===== src/rtl/rn_pkg.sv =====
package rn_pkg;
  localparam int unsigned LANES = 2;  // group width; lane logic in the top is written for two
  localparam int unsigned LCW   = 2;  // width of a 0..LANES count
endpackage


===== src/rtl/rn_free_list.sv =====
module rn_free_list
  import rn_pkg::*;
#(
  parameter  int unsigned NUM_ARCH = 8,
  parameter  int unsigned NUM_PHYS = 32,
  localparam int unsigned PW       = $clog2(NUM_PHYS),
  localparam int unsigned CW       = PW + 1
) (
  input  logic                      clk_i,
  input  logic                      rst_ni,
  input  logic [LCW-1:0]            pop_cnt_i,
  input  logic [LANES-1:0]          push_vld_i,
  input  logic [LANES-1:0][PW-1:0]  push_tag_i,
  input  logic                      restore_i,
  input  logic [CW-1:0]             restore_head_i,
  output logic [CW-1:0]             head_o,
  output logic [CW-1:0]             cnt_o,
  output logic [LANES-1:0][PW-1:0]  cand_o
);
  localparam int unsigned INIT_FREE = NUM_PHYS - NUM_ARCH;

  logic [PW-1:0] ring_q [NUM_PHYS];
  logic [CW-1:0] head_q, tail_q, tail_d;
  logic [CW-1:0] wr_ptr [LANES];

  assign head_o = head_q;
  assign cnt_o  = tail_q - head_q;

  for (genvar l = 0; l < LANES; l++) begin : g_cand
    logic [PW-1:0] idx;
    assign idx       = head_q[PW-1:0] + PW'(l);
    assign cand_o[l] = ring_q[idx];
  end

  always_comb begin
    wr_ptr[0] = tail_q;
    for (int l = 1; l < LANES; l++) wr_ptr[l] = wr_ptr[l-1] + CW'(push_vld_i[l-1]);
    tail_d = wr_ptr[LANES-1] + CW'(push_vld_i[LANES-1]);
  end

  always_ff @(posedge clk_i or negedge rst_ni) begin
    if (!rst_ni) begin
      head_q <= '0;
      tail_q <= CW'(INIT_FREE);
      for (int i = 0; i < NUM_PHYS; i++)
        ring_q[i] <= (i < INIT_FREE) ? PW'(i + NUM_ARCH) : '0;
    end else begin
      head_q <= restore_i ? restore_head_i : head_q + CW'(pop_cnt_i);
      tail_q <= tail_d;
      for (int l = 0; l < LANES; l++)
        if (push_vld_i[l]) ring_q[wr_ptr[l][PW-1:0]] <= push_tag_i[l];
    end
  end

  p_pop_bound_r7: assert property (@(posedge clk_i) disable iff (!rst_ni)
    CW'(pop_cnt_i) <= cnt_o);
  p_capacity_r6: assert property (@(posedge clk_i) disable iff (!rst_ni)
    cnt_o <= CW'(INIT_FREE));
  p_no_zero_push_r6: assert property (@(posedge clk_i) disable iff (!rst_ni)
    push_vld_i[0] |-> push_tag_i[0] != '0);
  p_rollback_r10: assert property (@(posedge clk_i) disable iff (!rst_ni)
    restore_i |=> head_q == $past(restore_head_i));
endmodule


===== src/rtl/rn_snap_ctrl.sv =====
module rn_snap_ctrl
  import rn_pkg::*;
#(
  parameter  int unsigned NUM_SNAP = 4,
  localparam int unsigned SW       = $clog2(NUM_SNAP)
) (
  input  logic                      clk_i,
  input  logic                      rst_ni,
  input  logic [LANES-1:0]          alloc_i,
  input  logic                      res_vld_i,
  input  logic [SW-1:0]             res_tag_i,
  input  logic                      res_mis_i,
  output logic [LANES-1:0][SW-1:0]  slot_o,
  output logic [SW:0]               free_cnt_o
);
  logic [NUM_SNAP-1:0] valid_q, valid_d, kill, avail;
  logic [NUM_SNAP-1:0] older_q [NUM_SNAP];
  logic [NUM_SNAP-1:0] older_d [NUM_SNAP];

  // lowest free slot per lane; a lane that allocates hides its slot from later lanes
  always_comb begin
    avail = ~valid_q;
    for (int l = 0; l < LANES; l++) begin
      slot_o[l] = '0;
      for (int s = NUM_SNAP - 1; s >= 0; s--)
        if (avail[s]) slot_o[l] = SW'(s);
      if (alloc_i[l]) avail[slot_o[l]] = 1'b0;
    end
  end

  always_comb begin
    free_cnt_o = '0;
    for (int s = 0; s < NUM_SNAP; s++) free_cnt_o += (SW+1)'(!valid_q[s]);
  end

  // a mispredict also kills every slot that recorded it as older
  always_comb begin
    kill = '0;
    if (res_vld_i) begin
      kill[res_tag_i] = 1'b1;
      if (res_mis_i)
        for (int t = 0; t < NUM_SNAP; t++)
          if (valid_q[t] && older_q[t][res_tag_i]) kill[t] = 1'b1;
    end
  end

  always_comb begin
    valid_d = valid_q & ~kill;
    for (int t = 0; t < NUM_SNAP; t++) older_d[t] = older_q[t] & ~kill;
    for (int l = 0; l < LANES; l++)
      if (alloc_i[l]) begin
        older_d[slot_o[l]] = valid_d;
        valid_d[slot_o[l]] = 1'b1;
      end
  end

  always_ff @(posedge clk_i or negedge rst_ni) begin
    if (!rst_ni) begin
      valid_q <= '0;
      for (int t = 0; t < NUM_SNAP; t++) older_q[t] <= '0;
    end else begin
      valid_q <= valid_d;
      for (int t = 0; t < NUM_SNAP; t++) older_q[t] <= older_d[t];
    end
  end

  p_slot_budget_r9: assert property (@(posedge clk_i) disable iff (!rst_ni)
    $countones(alloc_i) <= int'(free_cnt_o));
  p_mis_release_r10: assert property (@(posedge clk_i) disable iff (!rst_ni)
    (res_vld_i && res_mis_i) |=> !valid_q[$past(res_tag_i)]);
  p_ok_keeps_others_r11: assert property (@(posedge clk_i) disable iff (!rst_ni)
    (res_vld_i && !res_mis_i) |=>
      (($past(valid_q) & ~(NUM_SNAP'(1) << $past(res_tag_i))) & ~valid_q) == '0);
endmodule


===== src/rtl/rn_map_table.sv =====
module rn_map_table
  import rn_pkg::*;
#(
  parameter  int unsigned NUM_ARCH = 8,
  parameter  int unsigned NUM_PHYS = 32,
  parameter  int unsigned NUM_SNAP = 4,
  localparam int unsigned AW       = $clog2(NUM_ARCH),
  localparam int unsigned PW       = $clog2(NUM_PHYS),
  localparam int unsigned SW       = $clog2(NUM_SNAP),
  localparam int unsigned CW       = PW + 1
) (
  input  logic                          clk_i,
  input  logic                          rst_ni,
  input  logic [LANES-1:0]              wr_i,
  input  logic [LANES-1:0][AW-1:0]      rd_i,
  input  logic [LANES-1:0][PW-1:0]      pd_i,
  input  logic [LANES-1:0]              snap_i,
  input  logic [LANES-1:0][SW-1:0]      snap_slot_i,
  input  logic [LANES-1:0][CW-1:0]      snap_head_i,
  input  logic                          restore_i,
  input  logic [SW-1:0]                 restore_slot_i,
  output logic [NUM_ARCH-1:0][PW-1:0]   map_o,
  output logic [CW-1:0]                 restore_head_o
);
  typedef logic [NUM_ARCH-1:0][PW-1:0] map_t;

  map_t          map_q;
  map_t          stage [LANES];
  map_t          snap_map_q [NUM_SNAP];
  logic [CW-1:0] snap_head_q [NUM_SNAP];

  assign map_o          = map_q;
  assign restore_head_o = snap_head_q[restore_slot_i];

  // mapping as seen just after each lane's write
  always_comb begin
    for (int l = 0; l < LANES; l++) begin
      stage[l] = (l == 0) ? map_q : stage[(l == 0) ? 0 : l - 1];
      if (wr_i[l]) stage[l][rd_i[l]] = pd_i[l];
    end
  end

  always_ff @(posedge clk_i or negedge rst_ni) begin
    if (!rst_ni) begin
      for (int a = 0; a < NUM_ARCH; a++) map_q[a] <= PW'(a);
      for (int s = 0; s < NUM_SNAP; s++) begin
        snap_map_q[s]  <= '0;
        snap_head_q[s] <= '0;
      end
    end else begin
      map_q <= restore_i ? snap_map_q[restore_slot_i] : stage[LANES-1];
      for (int l = 0; l < LANES; l++)
        if (snap_i[l]) begin
          snap_map_q[snap_slot_i[l]]  <= stage[l];
          snap_head_q[snap_slot_i[l]] <= snap_head_i[l];
        end
    end
  end

  p_zero_pinned_r2: assert property (@(posedge clk_i) disable iff (!rst_ni)
    map_q[0] == '0);
  p_restore_map_r10: assert property (@(posedge clk_i) disable iff (!rst_ni)
    restore_i |=> map_q == $past(snap_map_q[restore_slot_i]));
  p_write_lands_r3: assert property (@(posedge clk_i) disable iff (!rst_ni)
    (wr_i[0] && !restore_i && !(wr_i[1] && rd_i[1] == rd_i[0]))
      |=> map_q[$past(rd_i[0])] == $past(pd_i[0]));
endmodule


===== src/rtl/rn_rename.sv =====
module rn_rename
  import rn_pkg::*;
#(
  parameter  int unsigned NUM_ARCH = 8,
  parameter  int unsigned NUM_PHYS = 32,
  parameter  int unsigned NUM_SNAP = 4,
  localparam int unsigned AW       = $clog2(NUM_ARCH),
  localparam int unsigned PW       = $clog2(NUM_PHYS),
  localparam int unsigned SW       = $clog2(NUM_SNAP),
  localparam int unsigned CW       = PW + 1
) (
  input  logic                      clk_i,
  input  logic                      rst_ni,
  input  logic [LANES-1:0]          rn_valid_i,
  input  logic [LANES-1:0]          rn_wr_i,
  input  logic [LANES-1:0]          rn_br_i,
  input  logic [LANES-1:0][AW-1:0]  rn_rd_i,
  input  logic [LANES-1:0][AW-1:0]  rn_rs1_i,
  input  logic [LANES-1:0][AW-1:0]  rn_rs2_i,
  output logic                      rn_ready_o,
  output logic [LANES-1:0][PW-1:0]  rn_ps1_o,
  output logic [LANES-1:0][PW-1:0]  rn_ps2_o,
  output logic [LANES-1:0][PW-1:0]  rn_pd_o,
  output logic [LANES-1:0][PW-1:0]  rn_pold_o,
  output logic [LANES-1:0][SW-1:0]  rn_btag_o,
  input  logic [LANES-1:0]          cm_valid_i,
  input  logic [LANES-1:0][PW-1:0]  cm_pold_i,
  input  logic                      br_valid_i,
  input  logic [SW-1:0]             br_tag_i,
  input  logic                      br_mis_i
);
  logic [LANES-1:0]          wreq, breq, wfire, bfire;
  logic [LCW-1:0]            need_regs, need_br, pop_cnt;
  logic                      restore;
  logic [CW-1:0]             fl_head, fl_cnt, rst_head;
  logic [LANES-1:0][CW-1:0]  snap_head;
  logic [LANES-1:0][PW-1:0]  cand, pd;
  logic [SW:0]               snap_free;
  logic [NUM_ARCH-1:0][PW-1:0] map;
  logic                      byp_s1, byp_s2, byp_rd;

  always_comb begin
    need_regs = '0;
    need_br   = '0;
    for (int l = 0; l < LANES; l++) begin
      wreq[l]   = rn_valid_i[l] & rn_wr_i[l] & (rn_rd_i[l] != '0);
      breq[l]   = rn_valid_i[l] & rn_br_i[l];
      need_regs += LCW'(wreq[l]);
      need_br   += LCW'(breq[l]);
    end
  end

  assign restore    = br_valid_i & br_mis_i;
  assign rn_ready_o = !restore && (CW'(need_regs) <= fl_cnt) && ((SW+1)'(need_br) <= snap_free);
  assign wfire      = wreq & {LANES{rn_ready_o}};
  assign bfire      = breq & {LANES{rn_ready_o}};
  assign pop_cnt    = LCW'(wfire[0]) + LCW'(wfire[1]);

  // lane 1 sees lane 0's destination before the table does
  assign byp_s1 = wreq[0] && (rn_rs1_i[1] == rn_rd_i[0]);
  assign byp_s2 = wreq[0] && (rn_rs2_i[1] == rn_rd_i[0]);
  assign byp_rd = wreq[0] && (rn_rd_i[1]  == rn_rd_i[0]);

  assign pd[0] = cand[0];
  assign pd[1] = wreq[0] ? cand[1] : cand[0];

  assign rn_ps1_o[0]  = map[rn_rs1_i[0]];
  assign rn_ps2_o[0]  = map[rn_rs2_i[0]];
  assign rn_ps1_o[1]  = byp_s1 ? pd[0] : map[rn_rs1_i[1]];
  assign rn_ps2_o[1]  = byp_s2 ? pd[0] : map[rn_rs2_i[1]];
  assign rn_pd_o[0]   = wreq[0] ? pd[0] : '0;
  assign rn_pd_o[1]   = wreq[1] ? pd[1] : '0;
  assign rn_pold_o[0] = wreq[0] ? map[rn_rd_i[0]] : '0;
  assign rn_pold_o[1] = !wreq[1] ? '0 : (byp_rd ? pd[0] : map[rn_rd_i[1]]);

  assign snap_head[0] = fl_head + CW'(wfire[0]);
  assign snap_head[1] = fl_head + CW'(pop_cnt);

  rn_free_list #(.NUM_ARCH(NUM_ARCH), .NUM_PHYS(NUM_PHYS)) u_free (
    .clk_i          (clk_i),
    .rst_ni         (rst_ni),
    .pop_cnt_i      (pop_cnt),
    .push_vld_i     (cm_valid_i),
    .push_tag_i     (cm_pold_i),
    .restore_i      (restore),
    .restore_head_i (rst_head),
    .head_o         (fl_head),
    .cnt_o          (fl_cnt),
    .cand_o         (cand)
  );

  rn_snap_ctrl #(.NUM_SNAP(NUM_SNAP)) u_snap (
    .clk_i      (clk_i),
    .rst_ni     (rst_ni),
    .alloc_i    (bfire),
    .res_vld_i  (br_valid_i),
    .res_tag_i  (br_tag_i),
    .res_mis_i  (br_mis_i),
    .slot_o     (rn_btag_o),
    .free_cnt_o (snap_free)
  );

  rn_map_table #(.NUM_ARCH(NUM_ARCH), .NUM_PHYS(NUM_PHYS), .NUM_SNAP(NUM_SNAP)) u_map (
    .clk_i          (clk_i),
    .rst_ni         (rst_ni),
    .wr_i           (wfire),
    .rd_i           (rn_rd_i),
    .pd_i           (pd),
    .snap_i         (bfire),
    .snap_slot_i    (rn_btag_o),
    .snap_head_i    (snap_head),
    .restore_i      (restore),
    .restore_slot_i (br_tag_i),
    .map_o          (map),
    .restore_head_o (rst_head)
  );

  p_distinct_dest_r3: assert property (@(posedge clk_i) disable iff (!rst_ni)
    (&wfire) |-> rn_pd_o[0] != rn_pd_o[1]);
  p_refused_holds_r7: assert property (@(posedge clk_i) disable iff (!rst_ni)
    (!rn_ready_o && !restore) |=> $stable(fl_head));
endmodule


===== config.mk =====
export PLATFORM = sky130hd
export DESIGN_NAME = rn_rename
export DESIGN_NICKNAME = d
export VERILOG_FILES = /design/src/rtl/rn_pkg.sv /design/src/rtl/rn_free_list.sv /design/src/rtl/rn_snap_ctrl.sv /design/src/rtl/rn_map_table.sv /design/src/rtl/rn_rename.sv
export SDC_FILE = /design/constraint.sdc
export NUM_CORES = 1
export LEC_CHECK = 0
export BUFFER_PORTS_ARGS = -buffer_cell sky130_fd_sc_hd__buf_4
export CAP_MARGIN = 20
export CORE_MARGIN = 3
export CORE_UTILIZATION = 64
export DETAILED_ROUTE_END_ITERATION = 10
export PLACE_DENSITY = 0.82
export REMOVE_ABC_BUFFERS = 1
export SLEW_MARGIN = 20
export SYNTH_ARGS = -nofsm -noshare
export SYNTH_HDL_FRONTEND = slang
export SYNTH_SLANG_ARGS = --single-unit

===== constraint.sdc =====
create_clock -name clk_i -period 5.85 [get_ports clk_i]
set_input_delay 0.8775 -clock clk_i [delete_from_list [all_inputs] [get_ports clk_i]]
set_output_delay 0.8775 -clock clk_i [all_outputs]
set_load 0.02 [all_outputs]

Yosys cells after proc, flatten, opt, wreduce, memory -nomap -nowiden --
Cells that the tools add are included.
Storage, ports and cells: flip-flop bits (word level) 416, bits of input ports 42, word-level logic and storage cells 282
Cells by class: order comparisons 27, reductions and logical operators 25, equal/unequal tests 3, muxes and demuxes 105, add/sub/neg operators 12, bitwise logic cells 27
Operators with widths (number):
- bitwise mux 160 bit | 4
- two-way mux 160 bit | 4
- two-way mux 40 bit | 7
- demux 40 bit (select 2 bit) | 2
- two-way mux 5 bit | 22
- binary-select mux 5 bit (select 3 bit) | 6
- binary-select mux 40 bit (select 2 bit) | 1
- bitwise mux 40 bit | 2
- binary-select mux 5 bit (select 5 bit) | 2
- demux 5 bit (select 5 bit) | 2
- bitwise mux 24 bit | 2
- two-way mux 24 bit | 2
- bitwise mux 16 bit | 2
- two-way mux 16 bit | 2
- demux 5 bit (select 3 bit) | 2
- two-way mux 6 bit | 5
- two-way mux 4 bit | 7
- AND 4 bit | 6
- demux 6 bit (select 2 bit) | 2
- greater-or-equal comparator 6 bit (second input constant) | 4
- less-than comparator 3 x 4 -> 1 bit (second input constant) | 6
- inverter 5 -> 6 bit | 4
- adder 6 x 1 -> 6 bit | 3
- logical AND 1 bit | 18
- other kinds (27) | 82

Logic depth before layout (Yosys ltp) --
Gate-level depths: netlist of the first run.
word-level depth 23, gate-level depth with buffers 23, mapped depth without buffers 20

Modules after synthesis --
A second synthesis of the first run with hierarchy kept.
Unflattened totals: cell total of the unflattened synthesis 2527, area total of the unflattened synthesis 27985.6 µm²
Modules (own cells, without submodules):
- rn_free_list | area an instance 12160.4 µm², sequential area each 4391.7 µm², cells an instance 1003, times used 1
- rn_map_table | area an instance 11936.4 µm², sequential area each 5620.4 µm², cells an instance 1156, times used 1
- rn_rename | area an instance 2705.1 µm², sequential area each 0.0 µm², cells an instance 241, times used 1
- rn_snap_ctrl | area an instance 1183.6 µm², sequential area each 400.4 µm², cells an instance 127, times used 1

Worst setup path after synthesis of the first run --
No wires, ideal clock.
kind input to register, start point input rn_rd_i[2] (netlist name), end point register u_map.snap_head_q[4] (netlist name), path buffers 3, setup slack 966 ps, library setup time 136 ps, cell stages on the path 21, arrival 4748 ps, cell sequence clkbuf_1 -> o311ai_1 -> inv_1 -> buf_1 -> ha_1 -> inv_1 -> ha_1 -> inv_1 -> a21oi_1 -> a21oi_1 -> o2111a_1 -> a21boi_4 -> and2_2 -> inv_2 -> fa_1 -> inv_1 -> ha_1 -> buf_1 -> nand3_1 -> xnor2_1 -> o21ai_0
On the way: longest elaborated chain between the ends 19, elaborated cells between the ends (all ways) 26
Ends and longest elaborated chain:
- start, declared | line rn_rename.sv:17 | input logic [LANES-1:0][AW-1:0] rn_rd_i,
- nonzero test 3 bit (*) | line rn_rename.sv:46 | wreq[l] = rn_valid_i[l] & rn_wr_i[l] & (rn_rd_i[l] != '0);
- AND 1 bit (*) | line rn_rename.sv:46
- adder 1 x 1 -> 2 bit (*) | line rn_rename.sv:48 | need_regs += LCW'(wreq[l]);
- <= comparator 2 x 6 -> 1 bit (*) | line rn_rename.sv:54 | assign rn_ready_o = !restore && (CW'(need_regs) <= fl_cnt) && ((SW+1)'(need_br) <= snap_free);
- logical AND 1 bit (*) (2 in a row) | line rn_rename.sv:54
- named net rn_ready_o | line rn_rename.sv:20 | output logic rn_ready_o,
- AND 2 bit | line rn_rename.sv:56 | assign bfire = breq & {LANES{rn_ready_o}};
- two-way mux 4 bit | line rn_snap_ctrl.sv:27 | if (alloc_i[l]) avail[slot_o[l]] = 1'b0;
- two-way mux 2 bit (4 in a row) | line rn_snap_ctrl.sv:26 | if (avail[s]) slot_o[l] = SW'(s);
- inverter 2 -> 3 bit (implied by the code) | line rn_map_table.sv:55 | snap_head_q[snap_slot_i[l]] <= snap_head_i[l];
- greater-or-equal comparator 3 bit (implied by the code) / less-than comparator 3 x 1 -> 1 bit (equally long branches) | line rn_map_table.sv:55
- logical AND 1 bit (implied by the code) | line rn_map_table.sv:55
- two-way mux 6 bit (implied by the code) | line rn_map_table.sv:55
- demux 6 bit (select 2 bit) | line rn_map_table.sv:55
- bitwise mux 24 bit | line rn_map_table.sv:55
- two-way mux 24 bit (*) | line rn_map_table.sv:53 | if (snap_i[l]) begin
- end signal, assigned by index | line rn_map_table.sv:55
- end, declared | line rn_map_table.sv:30 | logic [CW-1:0] snap_head_q [NUM_SNAP];
The timed path passes the listed nets; every way through them passes the cells marked *.

==> out/qor.yml, run 1 <==
routed_wirelength_mm: 78.71
finalSetupViolations: 0
antenna_cells_inserted: 0
core.rowCount: 73
final-hold-violation-count: 0
die_w_um: 209.2
reg2reg_from: "u_snap.valid_q[1]$_DFF_PN0_"
routed.top_layer: "met5"
postRouteAntennaNets: 0
crit_arrival_ns: 4.45
met2WireLength_mm: 37.06
headroom_to_the_max_slew_limit: 0.2767
syn-cell-area_um2: 26430
cts_htree_levels: 2
grt_start_max_net_pins: 162
synth.most_common_cell: "dfrtp_1"
fp.dieH_um: 209.2
asyncSetResetFlopFracSynth: 1.000
reg2reg_depth: 18
vias: 21350
required_ns: 4.97
routed_wire_length_per_instance_um: 26.75
initial_antenna_violation_count: 1
synth.yosys.seq_area_share: 0.3940
placed_cells_incl_taps: 2863
clk-insertion-delay-late_ns: 0.60
floorplan.die_area_um2: 43760
ir_worst_vdd_v: 0.0004567
yosys_most_used_dff: "dfrtp_1"
period_minus_slack_ns: 5.324
drv_slew: 0
gp_congestion: 0.9597
cellLeakagePower_uw: 0.01220
synthToLayoutAreaGrowth_pct: 8.916
grt-ovfl-total: 0
postLayoutSetupSlackWorst_ns: 0.5264
unrepaired_setup_endpoints_after_global_routing: "false"
worstPathMaxFanout: 12
crit_path_start_kind: "register"
cts_hold_buf: 0
place.detailed.hpwl_mm: 51.24
finish.net_count: 2450
first_global_vias: 21640
clock_transition_at_the_registers_of_the_reported_paths_ns: 0.06
post-cts-setup-buffers: 0
synth_area_per_cell_um2: 10.96
clock.fmax_ghz: 0.1878
yosys_register_bits: 412
tightest_slew_ns: 1.080
timing.clock.skew_ns: 0.02524
numClockSinks: 412
finish.cell_count_without_fillers: 2943
synth.cells.most_frequent: "dfrtp_1, mux2i_1, a21oi_1"
netlist_top_cells_area: "dfrtp_1, mux4_2, mux2i_1"
cts_resized: 0
groute.usage.overall: 0.3545
path_class: "reg2out"
met1_wirelength_mm: 28.41
crit_start: "u_snap.valid_q[1]$_DFF_PN0_"
numCtsBuffers: 44
drive_gt1_frac: 0.2436
cell_taking_the_most_area_after_synthesis: "dfrtp_1"
cts_root_buffer: "clkbuf_16"
yosysWarningCount: 0
drc: 0
viasPerCell: 7.254
initial_core_util: 0.6560
synth_cell_types: 72
worstHoldPathType: "in2async"
cts.path.max_buffers: 3
tritoncts: "done"
final_min_period_over_clock_period: 0.9100
critical_path.reg2reg.endpoint: "u_map.map_o[33]$_DFF_PN0_"
routed-wl-met3_mm: 9.065
design.portCount: 87
r2r_slack_ns: 0.90
first_pass_grt_wire_length_mm: 122.1
detailedPlace.worstSlack_ns: 0.6475
synth_top_area_share: 0.3125
pwr_density_nw_per_um2: 596.1
synth-edff-count: 0
detailedRoute.firstPassIterationCount: 7
drtIter0Drc: 2960
run_status: "finished, final reports clean"
core_region_area_um2: 40280
postSynthCellCount: 2412
finalSetupTns_ns: 0
io_buffer_count: 86
critPathCapture: "rn_btag_o[2]"
end_kind: "output pin"
max_cap_violations: 0
==> logic make-up after synthesis <==
| group | synth area share |
|---|---|
| buf+inv | 0.03357 |
| mux | 0.3218 |
| compound gates | 0.1222 |
| fa+ha+maj | 0.01222 |
| simple gates | 0.1060 |
| xor+xnor | 0.01023 |
| flops | 0.3940 |
==> state kept, by name (all words and copies together) (netlist names) <==
| name | flops |
|---|---|
| u_free.ring_q | 160 |
| u_map.snap_map_q | 160 |
| u_map.map_o | 40 |
| u_map.snap_head_q | 24 |
| u_snap.older_q | 12 |
| u_free.head_o | 6 |
| u_free.tail_q | 6 |
| u_snap.valid_q | 4 |
==> routing by layer <==
metal	vias to the layer above	track usage
li1	8889	-
met1	10570	0.4630
met2	1551	0.5649
met3	337	0.08062
met4	2	0.1739
met5	-	0
==> worst min path at each step <==
stage / from / end / slack, ns / cells past startpoint
2_1_floorplan: u_map.snap_map_q[80]$_DFF_PN0_ / u_map.snap_map_q[80]$_DFF_PN0_ / 0.47 / 1
3_3_place_gp: u_map.snap_map_q[82]$_DFF_PN0_ / u_map.snap_map_q[82]$_DFF_PN0_ / 0.49 / 1
3_5_place_dp: u_map.snap_map_q[82]$_DFF_PN0_ / u_map.snap_map_q[82]$_DFF_PN0_ / 0.49 / 1
4_1_cts: rst_ni / u_map.snap_map_q[41]$_DFF_PN0_ / 0.24 / 1
5_1_grt: rst_ni / u_map.snap_map_q[41]$_DFF_PN0_ / 0.26 / 1
6_report: rst_ni / u_map.snap_map_q[41]$_DFF_PN0_ / 0.24 / 1
==> layout make-up <==
class / instances / area, µm²
Sequential cell: 412 / 10420
Clock buffer: 73 / 1331
Fill cell: 2765 / 11500
Timing Repair Buffer: 120 / 996.0
Inverter: 30 / 112.6
Clock inverter: 7 / 92.59
Tap cell: 525 / 656.9
Multi-Input combinational cell: 1776 / 15170
==> cell usage in the layout (no fill, tap or decap), types with 10 or more instances in the layout <==
master     synthesis  final
nor2_1           183    181
xor2_1            10     10
nand2_1          213    212
mux2i_1          299    299
o211ai_1          15     15
o21ai_0          135    135
mux4_2           205    205
a21oi_1          225    225
nor3_1            12     12
dfrtp_1          330    328
inv_1             27     27
ha_1              21     20
and2_1           118    117
clkbuf_16          0     45
buf_4              3    112
mux2_2            72     72
clkbuf_1         139     18
clkbuf_8           0     10
dfstp_2           82     82
nand3_1           23     23
xnor2_1           19     19
a211oi_1         115    115
==> stage by stage <==
stage | cell area (µm²) | hold WS, ns | total power (µW) | utilization
after floorplan | 25650 | 0.4746 | 11280 | -
after global placement | 27360 | 0.4854 | 13600 | 0.6792
after detailed placement | 27360 | 0.4934 | 14020 | 0.6792
after CTS | 28780 | 0.2435 | 16920 | 0.7145
after global routing | 28780 | 0.2626 | 17930 | 0.7145
final | 28780 | 0.2407 | 17160 | 0.7145
==> report_power, final <==
| group | switching (µW) | total (µW) | internal [µW] |
|---|---|---|---|
| clock | 1190 | 2830 | 1640 |
| combinational | 4760 | 8760 | 4000 |
| sequential | 1220 | 5570 | 4360 |
==> worst max-delay path: stages (launching register included) <==
cell and delay (ns):
dfrtp_1 0.54, inv_1 0.13, ha_1 0.29, inv_1 0.04
fa_1 0.35, inv_1 0.06, ha_1 0.22, inv_1 0.06
ha_1 0.23, a21oi_1 0.13, o21ai_0 0.09, and2_1 0.23
nand2_1 0.13, a21oi_2 0.08, a221oi_2 0.53, nand2_1 0.43
buf_4 0.30
Power figures use the tool's default switching activity.
==> run 2: changes to the inputs <==
--- a/config.mk
+++ b/config.mk
@@ -8,9 +8,8 @@
 export BUFFER_PORTS_ARGS = -buffer_cell sky130_fd_sc_hd__buf_4
 export CAP_MARGIN = 20
 export CORE_MARGIN = 3
-export CORE_UTILIZATION = 64
+export CORE_UTILIZATION = 44
 export DETAILED_ROUTE_END_ITERATION = 10
-export PLACE_DENSITY = 0.82
 export REMOVE_ABC_BUFFERS = 1
 export SLEW_MARGIN = 20
 export SYNTH_ARGS = -nofsm -noshare
==> run 2 against run 1 <==
Net effect:
- clock-buffer cell count unchanged
- hold slack improved by 0.086 ns
- final cell count grew 8.8%
- fmax grew 1.7%
- worst setup slack better by 0.090 ns
- critical endpoint unchanged
- sequential cell count stayed put
- global-route usage fell by 9.2 points
- die area rose by 44%
- critical path depth stayed put
- sequential power fell by 0.9%
- via count fell by 3.6%
- wire length rose by 5.3%
==> out/qor.yml, run 2 (synthesized netlist as in run 1, its figures left out) <==
unrepaired_setup_endpoints_after_global_routing: "false"
globalRouteMet1Util: 0.3638  # -0.09917
drc: 0  # unchanged
path_class: "reg2out"
final-hold-violation-count: 0  # unchanged
drv_slew: 0  # unchanged
share_seq_of_total_power: 0.318  # -0.007
initial_core_util: 0.4461  # -0.2100
synthToLayoutAreaGrowth_pct: 10.79
multi_input_combinational_cell_area_um2: 15190  # about the same
crit_path_start_kind: "register"
numCtsBuffers: 47  # +6.8%
die_w_um: 251.1  # +20%
clock_transition_at_the_registers_of_the_reported_paths_ns: 0.06  # about the same
end_kind: "output pin"
finish.net_count: 2458  # +0.33%
m3_gr_usage: 0.04593  # -0.03468
first_global_vias: 20590  # -4.8%
gp_congestion: 0.9095  # -5.2%
cellLeakagePower_uw: 0.01227  # +0.57%
globalRoute.busiestLayer: "met2"
detailedRoute.firstPassIterationCount: 6  # -1
design.portCount: 87  # unchanged
clk-insertion-delay-late_ns: 0.59  # about the same
initial_antenna_violation_count: 1  # unchanged
io_buffer_count: 86  # unchanged
critPathCapture: "rn_btag_o[2]"
antenna_cells_inserted: 0  # unchanged
max_cap_violations: 0  # unchanged
tightest_slew_ns: 1.001  # -0.07904 ns
switching_power_uw: 7225  # +0.78%
post-cts-setup-buffers: 0  # unchanged
power.combinational.fraction: 0.511  # about the same
pwr-share-clk: 0.171  # +0.006
layout.filler_cells: 5307  # +92%
tritoncts: "done"
fp.dieH_um: 251.1  # +20%
period_minus_slack_ns: 5.234  # -0.08975 ns
run_status: "finished, final reports clean"
intPower_uw: 10150  # +1.6%
groute.layer.met2.usage: 0.4168  # -0.1481
routed_wirelength_mm: 82.86  # +5.3%
required_ns: 4.97  # about the same
power.share.switching: 0.4159  # -0.001978
r2r_slack_ns: 0.78  # -0.12 ns
finalSetupViolations: 0  # unchanged
clock.fmax_ghz: 0.1911  # +1.7%
drive_gt1_frac: 0.2478  # +0.004249
grt_start_max_net_pins: 122  # -25%
final_cell_mix: "dfrtp_1, mux2i_1, a21oi_1"
timing.clock.skew_ns: 0.01973  # -0.005510 ns
routed_wire_length_per_instance_um: 25.88  # -3.2%
most_common_cell_after_layout_fill_and_taps_aside: "dfrtp_1"
drtIter0Drc: 1813  # -39%
floorplan.die_area_um2: 63030  # +44%
worstHoldPathType: "in2async"
crit_start: "u_snap.valid_q[1]$_DFF_PN0_"
postRouteAntennaNets: 0  # unchanged
core.rowCount: 89  # +22%
grt-ovfl-total: 0  # unchanged
reg2reg_from: "u_snap.valid_q[1]$_DFF_PN0_"
core_region_area_um2: 59240  # +47%
worstPathMaxFanout: 12  # unchanged
crit_arrival_ns: 4.36  # -0.09 ns
place.detailed.hpwl_mm: 53.71  # +4.8%
critical_path.reg2reg.endpoint: "u_map.map_o[9]$_DFF_PN0_"
first_pass_grt_wire_length_mm: 128.7  # +5.4%
cts_root_buffer: "clkbuf_16"
register_area_um2: 10420  # unchanged
cts_resized: 0  # unchanged
numClockSinks: 412  # unchanged
headroom_to_the_max_slew_limit: 0.3325  # +0.05586
ir_worst_vdd_v: 0.0004356  # -4.6%
final_min_period_over_clock_period: 0.8947  # -0.01534
finalSetupTns_ns: 0  # unchanged
reg2reg_depth: 18  # unchanged
final_core_util: 0.4942  # -0.2203
vias: 20570  # -3.6%
groute.usage.overall: 0.2623  # -0.09228
cts_hold_buf: 0  # unchanged
cts_htree_levels: 2  # unchanged
cts.path.max_buffers: 3  # unchanged
pwr_density_nw_per_um2: 593.4  # -0.45%
viasPerCell: 6.424  # -11%
## run 2: cell types whose count changed in the layout (fill, tap and decap cells not counted)
| cell | before | now |
|---|---|---|
| nor4_1 | 2 | 0 |
| nor4_2 | 0 | 2 |
| clkbuf_8 | 10 | 5 |
| clkbuf_16 | 45 | 49 |
| clkinvlp_4 | 0 | 2 |
| clkinv_4 | 0 | 1 |
| clkbuf_1 | 18 | 19 |
| clkinv_2 | 3 | 6 |
| nand2b_1 | 6 | 5 |
| inv_6 | 2 | 1 |
| bufinv_16 | 2 | 3 |
| nand2b_2 | 0 | 1 |
| buf_4 | 112 | 114 |
| buf_12 | 7 | 10 |
## run 2: worst min-delay path by stage
| stage | to | slack (ns) | from | depth (start not counted) |
|---|---|---|---|---|
| global route | u_map.map_o[3]$_DFF_PN0_ | 0.42 | rst_ni | 1 |
| floorplan | u_map.snap_map_q[80]$_DFF_PN0_ | 0.47 | u_map.snap_map_q[80]$_DFF_PN0_ | 1 |
| detailed placement | u_map.snap_map_q[82]$_DFF_PN0_ | 0.49 | u_map.snap_map_q[82]$_DFF_PN0_ | 1 |
| CTS | u_map.snap_map_q[82]$_DFF_PN0_ | 0.40 | rst_ni | 1 |
| finish | u_map.map_o[3]$_DFF_PN0_ | 0.33 | rst_ni | 1 |
| global placement | u_map.snap_map_q[41]$_DFF_PN0_ | 0.48 | u_map.snap_map_q[41]$_DFF_PN0_ | 1 |
## run 2: worst max-delay path, cell delays in order, from the launching register on
cell,delay (ns)
dfrtp_1,0.53
inv_1,0.13
ha_1,0.29
inv_1,0.04
fa_1,0.36
inv_1,0.06
ha_1,0.21
inv_1,0.06
ha_1,0.23
a21oi_1,0.12
o21ai_0,0.11
and2_1,0.23
nand2_1,0.12
a21oi_2,0.08
a221oi_2,0.50
nand2_1,0.41
buf_4,0.29
## run 2: power by group through the flow
stage,logic (µW),clock network [µW],registers [µW]
after detailed placement,8760,0,5500
after floorplan,6130,0,5140
after global placement,8570,0,5420
after global routing,9550,3140,5670
final,8880,2970,5520
after CTS,8800,3020,5470
## run 2: layout make-up
class                      count  area share
multi-input combinational   1776      0.5188
tap                          773     0.03304
timing repair buffer         125     0.03658
clock buffer                  73     0.04667
sequential                   412      0.3558
clock inverter                13    0.005214
inverter                      30    0.003846
## run 2: stage by stage
step	worst slack [ns]	cell area [µm²]	power [µW]	instances	hold slack (ns)
2_1_floorplan	-2.128	25650	11280	2218	0.4746
3_3_place_gp	0.7596	27750	13990	3116	0.4839
3_5_place_dp	0.6812	27760	14260	3116	0.4928
4_1_cts	0.6122	29280	17300	3202	0.3974
5_1_grt	0.2293	29280	18360	3202	0.4215
6_report	0.6162	29280	17370	3202	0.3263
## run 2: per-layer routing
metal | vias up | share of wire
met5 | - | 0
met4 | 0 | 0.035
met3 | 183 | 0.077
met2 | 932 | 0.47
met1 | 10540 | 0.42
li1 | 8918 | -
